**src/rtl/mpuart_rx_pkg.sv**
```systemverilog
package mpuart_rx_pkg;
   typedef enum logic [1:0] {
      RX_IDLE,
      RX_START,
      RX_DATA,
      RX_TAIL
   } rx_state_e;
endpackage

```
**src/rtl/mpuart_rx_sync.sv**
```systemverilog
module mpuart_rx_sync #(
   parameter int STAGES = 2
) (
   input  logic clk,
   input  logic rst_n,
   input  logic d_i,
   output logic q_o
);
   logic [STAGES-1:0] chain_q;

   always_ff @(posedge clk or negedge rst_n) begin
      if (!rst_n) chain_q <= '1;
      else        chain_q <= {chain_q[STAGES-2:0], d_i};
   end

   assign q_o = chain_q[STAGES-1];
endmodule

```
**src/rtl/mpuart_rx_vote.sv**
```systemverilog
module mpuart_rx_vote (
   input  logic a_i,
   input  logic b_i,
   input  logic c_i,
   output logic y_o
);
   assign y_o = (a_i & b_i) | (a_i & c_i) | (b_i & c_i);
endmodule

```
**src/rtl/mpuart_rx.sv**
```systemverilog
module mpuart_rx #(
   parameter int OVERSAMPLE  = 16,
   parameter int DATA_BITS   = 8,
   parameter int SYNC_STAGES = 2
) (
   input  logic                 clk,
   input  logic                 rst_n,
   input  logic                 tick16,
   input  logic                 rxd,
   input  logic                 frame11,
   input  logic                 mp_en,
   input  logic                 flag_clr,
   output logic [DATA_BITS-1:0] data_o,
   output logic                 bit9_o,
   output logic                 rx_flag
);
   import mpuart_rx_pkg::*;

   localparam int CW    = $clog2(OVERSAMPLE);
   localparam int SR_W  = DATA_BITS + 1;
   localparam int MID   = OVERSAMPLE / 2;
   localparam logic [CW-1:0] CNT_A    = CW'(MID - 1);
   localparam logic [CW-1:0] CNT_B    = CW'(MID);
   localparam logic [CW-1:0] CNT_C    = CW'(MID + 1);
   localparam logic [CW-1:0] CNT_LAST = CW'(OVERSAMPLE - 1);

   if (OVERSAMPLE < 4)  begin : g_bad_ovs  $error("OVERSAMPLE must be at least 4"); end
   if (SYNC_STAGES < 2) begin : g_bad_sync $error("SYNC_STAGES must be at least 2"); end
   if (DATA_BITS < 1)   begin : g_bad_data $error("DATA_BITS must be at least 1"); end

   logic            rxd_s;
   logic            bit_v;
   rx_state_e       state_q;
   logic [CW-1:0]   cnt_q;
   logic [1:0]      smp_q;
   logic            prev_q;
   logic [SR_W-1:0] sh_q;
   logic [SR_W-1:0] sh_next;
   logic [DATA_BITS-1:0] byte_next;
   logic [DATA_BITS-1:0] data_q;
   logic            bit9_q;
   logic            flag_q;
   logic            at_vote;
   logic            fall_seen;
   logic            last_shift;
   logic            accept;

   mpuart_rx_sync #(.STAGES(SYNC_STAGES)) u_sync (
      .clk   (clk),
      .rst_n (rst_n),
      .d_i   (rxd),
      .q_o   (rxd_s)
   );

   mpuart_rx_vote u_vote (
      .a_i (smp_q[0]),
      .b_i (smp_q[1]),
      .c_i (rxd_s),
      .y_o (bit_v)
   );

   assign at_vote    = tick16 && (cnt_q == CNT_C) && (state_q != RX_IDLE);
   assign fall_seen  = tick16 && (state_q == RX_IDLE) && prev_q && !rxd_s;
   assign sh_next    = {sh_q[SR_W-2:0], bit_v};
   assign last_shift = at_vote && (state_q == RX_DATA) && !sh_q[SR_W-1];
   assign accept     = last_shift && !flag_q && (!mp_en || bit_v);

   // first data bit lands highest; reverse into LSB-first order
   for (genvar k = 0; k < DATA_BITS; k++) begin : g_rev
      assign byte_next[k] = sh_next[SR_W-1-k];
   end

   always_ff @(posedge clk or negedge rst_n) begin
      if (!rst_n) begin
         state_q <= RX_IDLE;
         cnt_q   <= '0;
         smp_q   <= '1;
         prev_q  <= 1'b1;
         sh_q    <= '1;
      end else if (tick16) begin
         prev_q <= rxd_s;
         if (cnt_q == CNT_A) smp_q[0] <= rxd_s;
         if (cnt_q == CNT_B) smp_q[1] <= rxd_s;
         if (state_q == RX_IDLE) begin
            if (fall_seen) begin
               state_q <= RX_START;
               cnt_q   <= CW'(1);
               sh_q    <= '1;
            end
         end else begin
            cnt_q <= (cnt_q == CNT_LAST) ? '0 : cnt_q + CW'(1);
            if (at_vote) begin
               unique case (state_q)
                  RX_START: begin
                     if (bit_v) state_q <= RX_IDLE;
                     else begin
                        sh_q    <= sh_next;
                        state_q <= RX_DATA;
                     end
                  end
                  RX_DATA: begin
                     if (last_shift) state_q <= frame11 ? RX_TAIL : RX_IDLE;
                     else            sh_q    <= sh_next;
                  end
                  RX_TAIL: state_q <= RX_IDLE;
                  default: state_q <= RX_IDLE;
               endcase
            end
         end
      end
   end

   always_ff @(posedge clk or negedge rst_n) begin
      if (!rst_n) begin
         data_q <= '0;
         bit9_q <= 1'b0;
         flag_q <= 1'b0;
      end else begin
         if (accept) begin
            data_q <= byte_next;
            bit9_q <= bit_v;
         end
         if (flag_clr)    flag_q <= 1'b0;
         else if (accept) flag_q <= 1'b1;
      end
   end

   assign data_o  = data_q;
   assign bit9_o  = bit9_q;
   assign rx_flag = flag_q;
endmodule

```
**config.mk**
```make
export PLATFORM = sky130hd
export DESIGN_NAME = mpuart_rx
export DESIGN_NICKNAME = d
export VERILOG_FILES = /design/src/rtl/mpuart_rx_pkg.sv /design/src/rtl/mpuart_rx_sync.sv /design/src/rtl/mpuart_rx_vote.sv /design/src/rtl/mpuart_rx.sv
export SDC_FILE = /design/constraint.sdc
export NUM_CORES = 1
export LEC_CHECK = 0
export ABC_AREA = 1
export BUFFER_PORTS_ARGS = -buffer_cell sky130_fd_sc_hd__buf_4
export CAP_MARGIN = 20
export CORE_MARGIN = 2
export CORE_UTILIZATION = 45
export DETAILED_ROUTE_END_ITERATION = 10
export PLACE_DENSITY = 0.66
export SLEW_MARGIN = 20
export SYNTH_ARGS = -nofsm -noshare
export SYNTH_HDL_FRONTEND = slang
export SYNTH_SLANG_ARGS = --single-unit
```
**constraint.sdc**
```tcl
create_clock -name clk -period 1.5 [get_ports clk]
set_input_delay 0.225 -clock clk [delete_from_list [all_inputs] [get_ports clk]]
set_output_delay 0.225 -clock clk [all_outputs]
set_load 0.01 [all_outputs]
```
==> results of run 1 <==
## cell families (layout without fill, tap and decap cells)
kind of cell	Yosys count	after routing	synth area share
XOR/XNOR	1	1	0.005508
AO/OA/AOI/OAI	21	21	0.08733
flip-flops	30	30	0.4831
adder cells (fa/ha/maj)	7	7	0.05507
buffers and inverters	30	71	0.07789
AND/OR/NAND/NOR	96	100	0.2911
## what timing repair did
item                       4_1_cts  5_1_grt
hold endpoints to repair        17        1
gates resized for setup          7       14
pin swaps                        3        6
hold buffers                     2        1
cloned                           3        2
setup endpoints to repair       18       24
setup buffers                    0        1
## cells in the final DEF, fill, tap and decap left out, drive strengths merged
cell type	instances
clkinvlp	1
inv	27
xor2	1
o21ai	16
nand2	66
dfrtp	16
nand3	11
dfstp	14
a21oi	5
nand4	12
ha	7
clkbuf	6
dlygate4sd3	3
clkinv	1
nor2	11
buf	33
## final cells by class
type,instances,share of cell area
Inverter,27,0.04862
Multi-Input combinational cell,129,0.3878
Tap cell,46,0.02761
Timing Repair Buffer,36,0.1369
Sequential cell,30,0.3685
Clock buffer,6,0.02461
Clock inverter,2,0.006002
## registers in the layout, indices dropped and copies added, names as in the netlist
name	cells
sh_q	9
cnt_q	4
bit9_o	1
state_q	2
smp_q	2
u_sync.chain_q	2
prev_q	1
data_o	8
rx_flag	1
## metrics by stage
step	cell area, um2	hold slack (ns)	setup TNS [ns]	total power [W]	utilization
2_1_floorplan	1593	-0.07059	0	0.002062	-
3_3_place_gp	1861	0.1700	-0.6381	0.002446	0.5532
3_5_place_dp	1861	0.1818	-1.267	0.002505	0.5532
4_1_cts	2021	0.01574	0	0.003092	0.6008
5_1_grt	2085	0.2275	-1.231	0.003435	0.6198
6_report	2085	0.2215	-0.01317	0.003172	0.6198
## worst min-delay path, delay by kind of cell
kind / cells / cell delay [ns]
buffers and inverters: 1 / 0.13
AOI/OAI and AO/OA: 1 / 0.08
and+or+nand+nor: 1 / 0.10
## path summary, 6_finish.rpt
kind	to	slack, ns	cells past startpoint
max	sh_q[6]	-0.01	7
min	smp_q[1]	0.22	3
max reg2reg	sh_q[6]	-0.01	7
min reg2reg	u_sync.chain_q[1]	0.36	0
max in group asynchronous	u_sync.chain_q[0]	0.82	2
min in group asynchronous	rx_flag	0.34	2
## routing by layer
metal / vias up / GRT usage
met1: 652 / 0.2596
met5: - / 0
met4: 0 / 0.08967
met3: 11 / 0.06429
li1: 689 / -
met2: 47 / 0.3105
## power groups by stage
stage	sequential, W	combinational [W]	clock [W]
2_1_floorplan	0.00128	0.000785	0
3_3_place_gp	0.00127	0.00117	0
3_5_place_dp	0.00129	0.00122	0
4_1_cts	0.00128	0.00129	0.000530
5_1_grt	0.00132	0.00154	0.000578
6_report	0.00129	0.00137	0.000516
==> impl_table.tex, run 1 <==
\begin{tabular}{lr}
\hline
Metric & Value \\
\hline
\multicolumn{2}{l}{\textbf{Placed design}} \\
\quad Number of instances in the placed design & about 260 \\
\quad Final weighted congestion of routability-driven global placement & 0.8238 \\
\quad Buffers added on ports & 16 \\
\quad HPWL Detailed & approximately 2.3 mm \\
\quad Setup slack after placement & -0.09465 ns \\
\multicolumn{2}{l}{\textbf{Yosys}} \\
\quad Number of enable-type register cells in the synthesized netlist & 0 \\
\quad Portion of synthesized cell area occupied by the leading cell type & 0.2518 \\
\quad Flop and latch count out of synthesis & 30 \\
\quad Portion of the post-synthesis area used by sequential elements & 0.4831 \\
\quad Largest cells by area after synthesis & dfrtp\_1 25\%, dfstp\_2 23\%, nand2\_1 15\%, inv\_1 5.7\%, ha\_1 5.5\% \\
\quad Post-synthesis cell area & 1590 um2 \\
\quad Most frequent cell after synthesis & nand2\_1 \\
\quad Commonest cells post-synth & 62 x nand2\_1, 24 x inv\_1, 16 x dfrtp\_1 \\
\quad Synthesized netlist net count & 199 \\
\quad Synthesized area divided by synthesized cell count & 8.596 um2 \\
\quad Library cells used by synthesis & 24 \\
\quad Post-synth top area cell & dfrtp\_1 \\
\quad Post-Syn Instances & 185 \\
\quad Dominant synthesized flop cell & dfrtp\_1 \\
\quad Yosys warning count & 0 \\
\quad Share of synthesized flip-flops with an asynchronous set or reset & 1.000 \\
\multicolumn{2}{l}{\textbf{STA}} \\
\quad Minimum setup slack in the final design & -0.01317 ns \\
\quad Tightest slew margin relative to the limit & 0.7385 \\
\quad Max-slew violation count & 0 \\
\quad Clock period minus worst slack & 1.513 ns \\
\quad Crit share post-route & 1.009 \\
\quad Unrepaired setup endpoints after global routing & true \\
\quad Slew at the pin with the worst max-slew slack & about 0.4 ns \\
\quad Count of endpoints failing setup in the final report & 1 \\
\quad Highest clock rate & about 0.66 GHz \\
\quad Hold violation total from the final report & 0 \\
\quad Clock tree skew after final layout & 0.01780 ns \\
\multicolumn{2}{l}{\textbf{Routing}} \\
\quad Routed WL per cell & 13.37 um \\
\quad Starting DRC count in detailed routing & 82 \\
\quad Detailed Routing Iterations Pass 1 & 4 \\
\quad Overall via count from detail\_route & 1399 \\
\quad Remaining routing DRC violations & 0 \\
\quad Met2 routed wirelength & 1.750 mm \\
\quad Detailed-route wire length & 3.690 mm \\
\quad Vias per cell & 5.069 \\
\quad Uppermost signal routing layer after detailed routing & met4 \\
\quad Routed Antenna Nets & 0 \\
\quad Total routed wire length on the met1 layer & roughly 1.6 mm \\
\quad Routed wl met3 & 204 um \\
\multicolumn{2}{l}{\textbf{Pwr}} \\
\quad Power density cells & between 1500 and 2000 nW/um2 \\
\quad Sequential Power Share & 0.406 \\
\quad Sw Ratio & 0.3934 \\
\quad Max IR drop VDD & 833.6 uV \\
\quad Internal power & 0.001924 W \\
\quad Part of the total power dissipated in combinational logic & 0.431 \\
\quad Clk network pwr share & 0.163 \\
\quad P\_sw & about 0.0012 W \\
\quad Leakage power total & 1.030 nW \\
\multicolumn{2}{l}{\textbf{Global route}} \\
\quad Vias in the first global route & 1378 \\
\quad Overall global routing resource usage & 0.2017 \\
\quad Residual overflow from global routing & 0 \\
\quad First-pass GRT wire length & 6.285 mm \\
\quad Number of antenna violations at the first check in global routing & 0 \\
\quad Maximum number of pins on one net before global-route repair & 31 \\
\multicolumn{2}{l}{\textbf{Setup path}} \\
\quad WP buf/inv & 2 \\
\quad Worst path required time & 1.78 ns \\
\quad Type of element capturing the critical path & register \\
\quad Launch point of the worst path & state\_q[1] \\
\quad Most common cell on crit path & nand4\_1 \\
\quad Highest net fanout along the worst path & 6 \\
\quad Startpoint class of the critical path & register \\
\quad Cell-by-cell trace of the critical path & inv\_2 > ha\_4 > nand4\_1 > nand2\_2 > buf\_6 > nand4\_1 > nand2\_1 \\
\quad Crit path max-delay cell type & dfrtp\_1 \\
\quad Crit path largest cell delay & roughly 0.4 ns \\
\quad Cell type group with the largest total delay on the critical path & simple AND/OR/NAND/NOR gates \\
\quad Category of the critical setup timing path & register to register \\
\quad Data arrival time at the worst-slack endpoint & 1.80 ns \\
\quad FF-to-FF Start & state\_q[1] \\
\multicolumn{2}{l}{\textbf{Floorplanning}} \\
\quad Die Footprint & 4025 um2 \\
\quad Initial core utilization & 0.4728 \\
\quad IO Count & 17 \\
\quad Core ar. & 3363 um2 \\
\quad Floorplan die height & 63.45 um \\
\quad Die Span X & $\sim$63 um \\
\quad \# rows & 21 \\
\multicolumn{2}{l}{\textbf{Cells and area}} \\
\quad Area taken by flip-flops and latches & 768.2 um2 \\
\quad Area of the multi-input gates & 808.3 um2 \\
\quad Final nets & 243 \\
\quad Area growth syn-to-layout & 31.08\% \\
\quad Number of antenna cells inserted & 0 \\
\quad Share of post-route cells with drive strength above 1 & 0.4087 \\
\quad Number of fill cells in the layout & 301 \\
\quad Number of cells in the finished layout apart from fillers & 276 \\
\multicolumn{2}{l}{\textbf{Clocking}} \\
\quad Total number of clock tree sinks & 30 \\
\quad Buffer cell driving the clock tree root & clkbuf\_4 \\
\quad Clock tree from TritonCTS & yes \\
\quad Clock transition at the registers of the reported paths & 0.11 ns \\
\quad H-tree depth & 2 \\
\quad Num CTS Buffers & 5 \\
\quad Insertion delay to the later sink of the worst-skew pair & 0.34 ns \\
\quad Worst-case clock buffer depth & 2 \\
\multicolumn{2}{l}{\textbf{Status}} \\
\quad Violated checks & negative setup slack \\
\quad Run status & finished, violations left \\
\multicolumn{2}{l}{\textbf{Run}} \\
\quad Max capacitance violation total & 0 \\
\multicolumn{2}{l}{\textbf{Min path}} \\
\quad Worst hold start & tick16 \\
\quad Worst min path class & input pin to register \\
\hline
\end{tabular}
(Power assumes the default switching activity.)
==> inputs of run 2 (changes only) <==
--- a/config.mk
+++ b/config.mk
@@ -8,10 +8,12 @@
 export ABC_AREA = 1
 export BUFFER_PORTS_ARGS = -buffer_cell sky130_fd_sc_hd__buf_4
 export CAP_MARGIN = 20
+export CELL_PAD_IN_SITES_DETAIL_PLACEMENT = 1
+export CELL_PAD_IN_SITES_GLOBAL_PLACEMENT = 1
 export CORE_MARGIN = 2
-export CORE_UTILIZATION = 45
+export CORE_UTILIZATION = 39
 export DETAILED_ROUTE_END_ITERATION = 10
-export PLACE_DENSITY = 0.66
+export PLACE_DENSITY_LB_ADDON = 0.1
 export SLEW_MARGIN = 20
 export SYNTH_ARGS = -nofsm -noshare
 export SYNTH_HDL_FRONTEND = slang
==> run 2 against run 1 <==
The flow now finishes without violations. Combinational power is 7% higher. Critical path depth is 1 higher. Fmax is 3.7% higher. Global-route usage is 0.22 points lower. Non-clock buffer count is 4 higher. Power is 12% higher. Via count is 1.9% lower. Core utilization is 7.4 points lower. Critical path type unchanged. Critical endpoint is now data_o[2]. Largest cell class unchanged.
==> impl_table.tex, run 2 (synthesis results as in run 1) <==
\begin{tabular}{lr}
\hline
Metric & Value \\
\hline
\multicolumn{2}{l}{\textbf{Placed design}} \\
\quad Final weighted congestion of routability-driven global placement & 0.7987 (-3.0\%) \\
\quad Number of instances in the placed design & 265 (+2.3\%) \\
\quad Buffers added on ports & 16 (unchanged) \\
\quad Post-placement cell area & 1881 um2 (+1.1\%) \\
\quad HPWL Detailed & 2.861 mm (+26\%) \\
\multicolumn{2}{l}{\textbf{Routing}} \\
\quad Remaining routing DRC violations & 0 (unchanged) \\
\quad Detailed-route wire length & 4.010 mm (+8.7\%) \\
\quad Vias per cell & 4.900 (-3.3\%) \\
\quad Starting DRC count in detailed routing & 69 (-16\%) \\
\quad Overall via count from detail\_route & 1372 (-1.9\%) \\
\quad Routed Antenna Nets & 0 (unchanged) \\
\quad Routed WL per cell & 14.32 um (+7.1\%) \\
\quad Detailed Routing Iterations Pass 1 & 4 (unchanged) \\
\multicolumn{2}{l}{\textbf{Pwr}} \\
\quad Sw Ratio & 0.3744 (-0.01901) \\
\quad Leakage power total & 1.089 nW (+5.7\%) \\
\quad Internal power & 0.002230 W (+16\%) \\
\quad P\_sw & 0.001335 W (+6.9\%) \\
\quad Max IR drop VDD & 866.2 uV (+3.9\%) \\
\quad Clk network pwr share & 0.224 (+0.061) \\
\quad Sequential Power Share & 0.367 (-0.039) \\
\quad Part of the total power dissipated in combinational logic & 0.409 (-0.022) \\
\quad Power density cells & 1645 nW/um2 (+8.1\%) \\
\multicolumn{2}{l}{\textbf{Floorplanning}} \\
\quad Die Span X & 67.86 um (+7.0\%) \\
\quad Floorplan die height & 67.86 um (+7.0\%) \\
\quad \# rows & 23 (+9.5\%) \\
\quad Core ar. & 3971 um2 (+18\%) \\
\quad Die Footprint & 4604 um2 (+14\%) \\
\quad Initial core utilization & 0.4004 (-0.07240) \\
\quad IO Count & 17 (unchanged) \\
\multicolumn{2}{l}{\textbf{Cells and area}} \\
\quad Commonest cells after routing, fill and taps aside & 53 x nand2\_1, 36 x buf\_4, 21 x inv\_1, 16 x dfrtp\_1, 14 x dfstp\_2 \\
\quad Register containing the most flip-flops in the final layout & sh\_q \\
\quad Number of antenna cells inserted & 0 (unchanged) \\
\quad Final design area excluding fillers & 2167 um2 (+4.0\%) \\
\quad Leading cell type in the layout, fill and taps excluded & nand2\_1 \\
\quad Area taken by flip-flops and latches & 768.2 um2 (unchanged) \\
\quad Final nets & 243 (unchanged) \\
\quad Area of the multi-input gates & 803.3 um2 (-0.62\%) \\
\quad Area growth syn-to-layout & 36.27\% \\
\quad Max reg flops & 9 (unchanged) \\
\quad Share of post-route cells with drive strength above 1 & 0.4348 (+0.02609) \\
\quad Number of cells in the finished layout apart from fillers & 280 (+1.4\%) \\
\quad Number of fill cells in the layout & 477 (+58\%) \\
\multicolumn{2}{l}{\textbf{Setup path}} \\
\quad Type of element capturing the critical path & register \\
\quad Worst path required time & 1.70 ns (-0.08 ns) \\
\quad Highest net fanout along the worst path & 8 (+2) \\
\quad Startpoint class of the critical path & register \\
\quad Data arrival time at the worst-slack endpoint & 1.66 ns (-0.14 ns) \\
\quad Category of the critical setup timing path & register to register \\
\multicolumn{2}{l}{\textbf{Clocking}} \\
\quad Clock transition at the registers of the reported paths & 0.06 ns (-0.05 ns) \\
\quad Num CTS Buffers & 5 (unchanged) \\
\quad Worst-case clock buffer depth & 2 (unchanged) \\
\quad Total number of clock tree sinks & 30 (unchanged) \\
\quad Clock tree from TritonCTS & yes \\
\quad H-tree depth & 2 (unchanged) \\
\quad Insertion delay to the later sink of the worst-skew pair & 0.29 ns (-0.05 ns) \\
\quad Buffer cell driving the clock tree root & clkbuf\_8 \\
\multicolumn{2}{l}{\textbf{Min path}} \\
\quad Worst min path class & input pin to register \\
\multicolumn{2}{l}{\textbf{STA}} \\
\quad Max-slew violation count & 0 (unchanged) \\
\quad Unrepaired setup endpoints after global routing & true \\
\quad Clock tree skew after final layout & 0.01098 ns (-0.006823 ns) \\
\quad Clock period minus worst slack & 1.459 ns (-0.05381 ns) \\
\quad Tightest slew margin relative to the limit & 0.7353 (-0.003219) \\
\quad Crit share post-route & 0.9729 (-0.03587) \\
\quad Hold violation total from the final report & 0 (unchanged) \\
\quad Slew at the pin with the worst max-slew slack & 0.3971 ns (+0.005260 ns) \\
\quad Highest clock rate & 0.6852 GHz (+3.7\%) \\
\quad Count of endpoints failing setup in the final report & 0 (-1) \\
\multicolumn{2}{l}{\textbf{Global route}} \\
\quad Number of antenna violations at the first check in global routing & 0 (unchanged) \\
\quad First-pass GRT wire length & 6.555 mm (+4.3\%) \\
\quad Vias in the first global route & 1389 (+0.80\%) \\
\quad Residual overflow from global routing & 0 (unchanged) \\
\quad Overall global routing resource usage & 0.1994 (-0.002237) \\
\quad Maximum number of pins on one net before global-route repair & 31 (unchanged) \\
\multicolumn{2}{l}{\textbf{Run}} \\
\quad Max capacitance violation total & 0 (unchanged) \\
\multicolumn{2}{l}{\textbf{Status}} \\
\quad Run status & finished, final reports clean \\
\hline
\end{tabular}
==> run 2: per-layer routing <==
metal | up-vias | track usage | part of all wire
met2 | 25 | 0.3333 | 0.49
met3 | 5 | 0.04934 | 0.042
met4 | 0 | 0.06750 | 0.013
li1 | 675 | - | -
met1 | 667 | 0.2526 | 0.45
met5 | - | 0 | 0
==> run 2: worst paths after layout <==
| check | from | end | slack [ns] | cells past startpoint |
|---|---|---|---|---|
| setup reg to reg | state_q[1] | data_o[2] | 0.04 | 8 |
| max in group asynchronous | rst_n | sh_q[0] | 0.77 | 2 |
| hold / removal | rxd | u_sync.chain_q[0] | 0.04 | 1 |
| hold reg to reg | u_sync.chain_q[0] | u_sync.chain_q[1] | 0.36 | 0 |
| setup / recovery | state_q[1] | data_o[2] | 0.04 | 8 |
| min in group asynchronous | rst_n | data_o[0] | 0.40 | 2 |
==> run 2: worst max-delay path: stages, from the launching register on <==
cell	delay (ns)
dfrtp_1	0.36
inv_2	0.06
ha_4	0.18
nor2_4	0.10
nand2_4	0.08
nor2_8	0.15
nand3_4	0.15
buf_12	0.18
o21ai_4	0.12
==> run 2: final cells by class <==
type                    count  share of cell area
clock buffers               5             0.03176
clock inverters             3             0.01848
inverters                  27             0.04677
multi-input cells         125              0.3707
flip-flops and latches     30              0.3545
well taps                  50             0.02887
repair buffers             40              0.1490
==> run 2: what timing repair did <==
action | in CTS | in global routing
endpoints found under the hold margin | 16 | 0
endpoints found under the setup margin | 24 | 24
hold buffers | 1 | 0
cloned | 0 | 0
pin swaps | 1 | 10
resized for setup | 9 | 20
buffers inserted | 5 | 1
==> run 2: power groups by stage <==
| stage | Sequential, W | Combinational, W | Clock, W |
|---|---|---|---|
| floorplan | 0.00128 | 0.000785 | 0 |
| global placement | 0.00128 | 0.00123 | 0 |
| detailed placement | 0.00129 | 0.00129 | 0 |
| CTS | 0.00129 | 0.00139 | 0.000821 |
| global route | 0.00133 | 0.00164 | 0.000859 |
| finish | 0.00131 | 0.00146 | 0.000798 |
==> run 2: stage by stage <==
step | util | power (W) | setup slack, ns | setup TNS (ns) | hold slack, ns
2_1_floorplan | - | 0.002062 | 0.003200 | 0 | -0.07059
3_3_place_gp | 0.4735 | 0.002513 | -0.04289 | -0.4311 | 0.1723
3_5_place_dp | 0.4735 | 0.002585 | -0.1127 | -1.636 | 0.1788
4_1_cts | 0.5255 | 0.003502 | 0.001657 | 0 | 0.03292
5_1_grt | 0.5457 | 0.003836 | -0.05295 | -0.6519 | 0.03187
6_report | 0.5457 | 0.003565 | 0.04064 | 0 | 0.04295
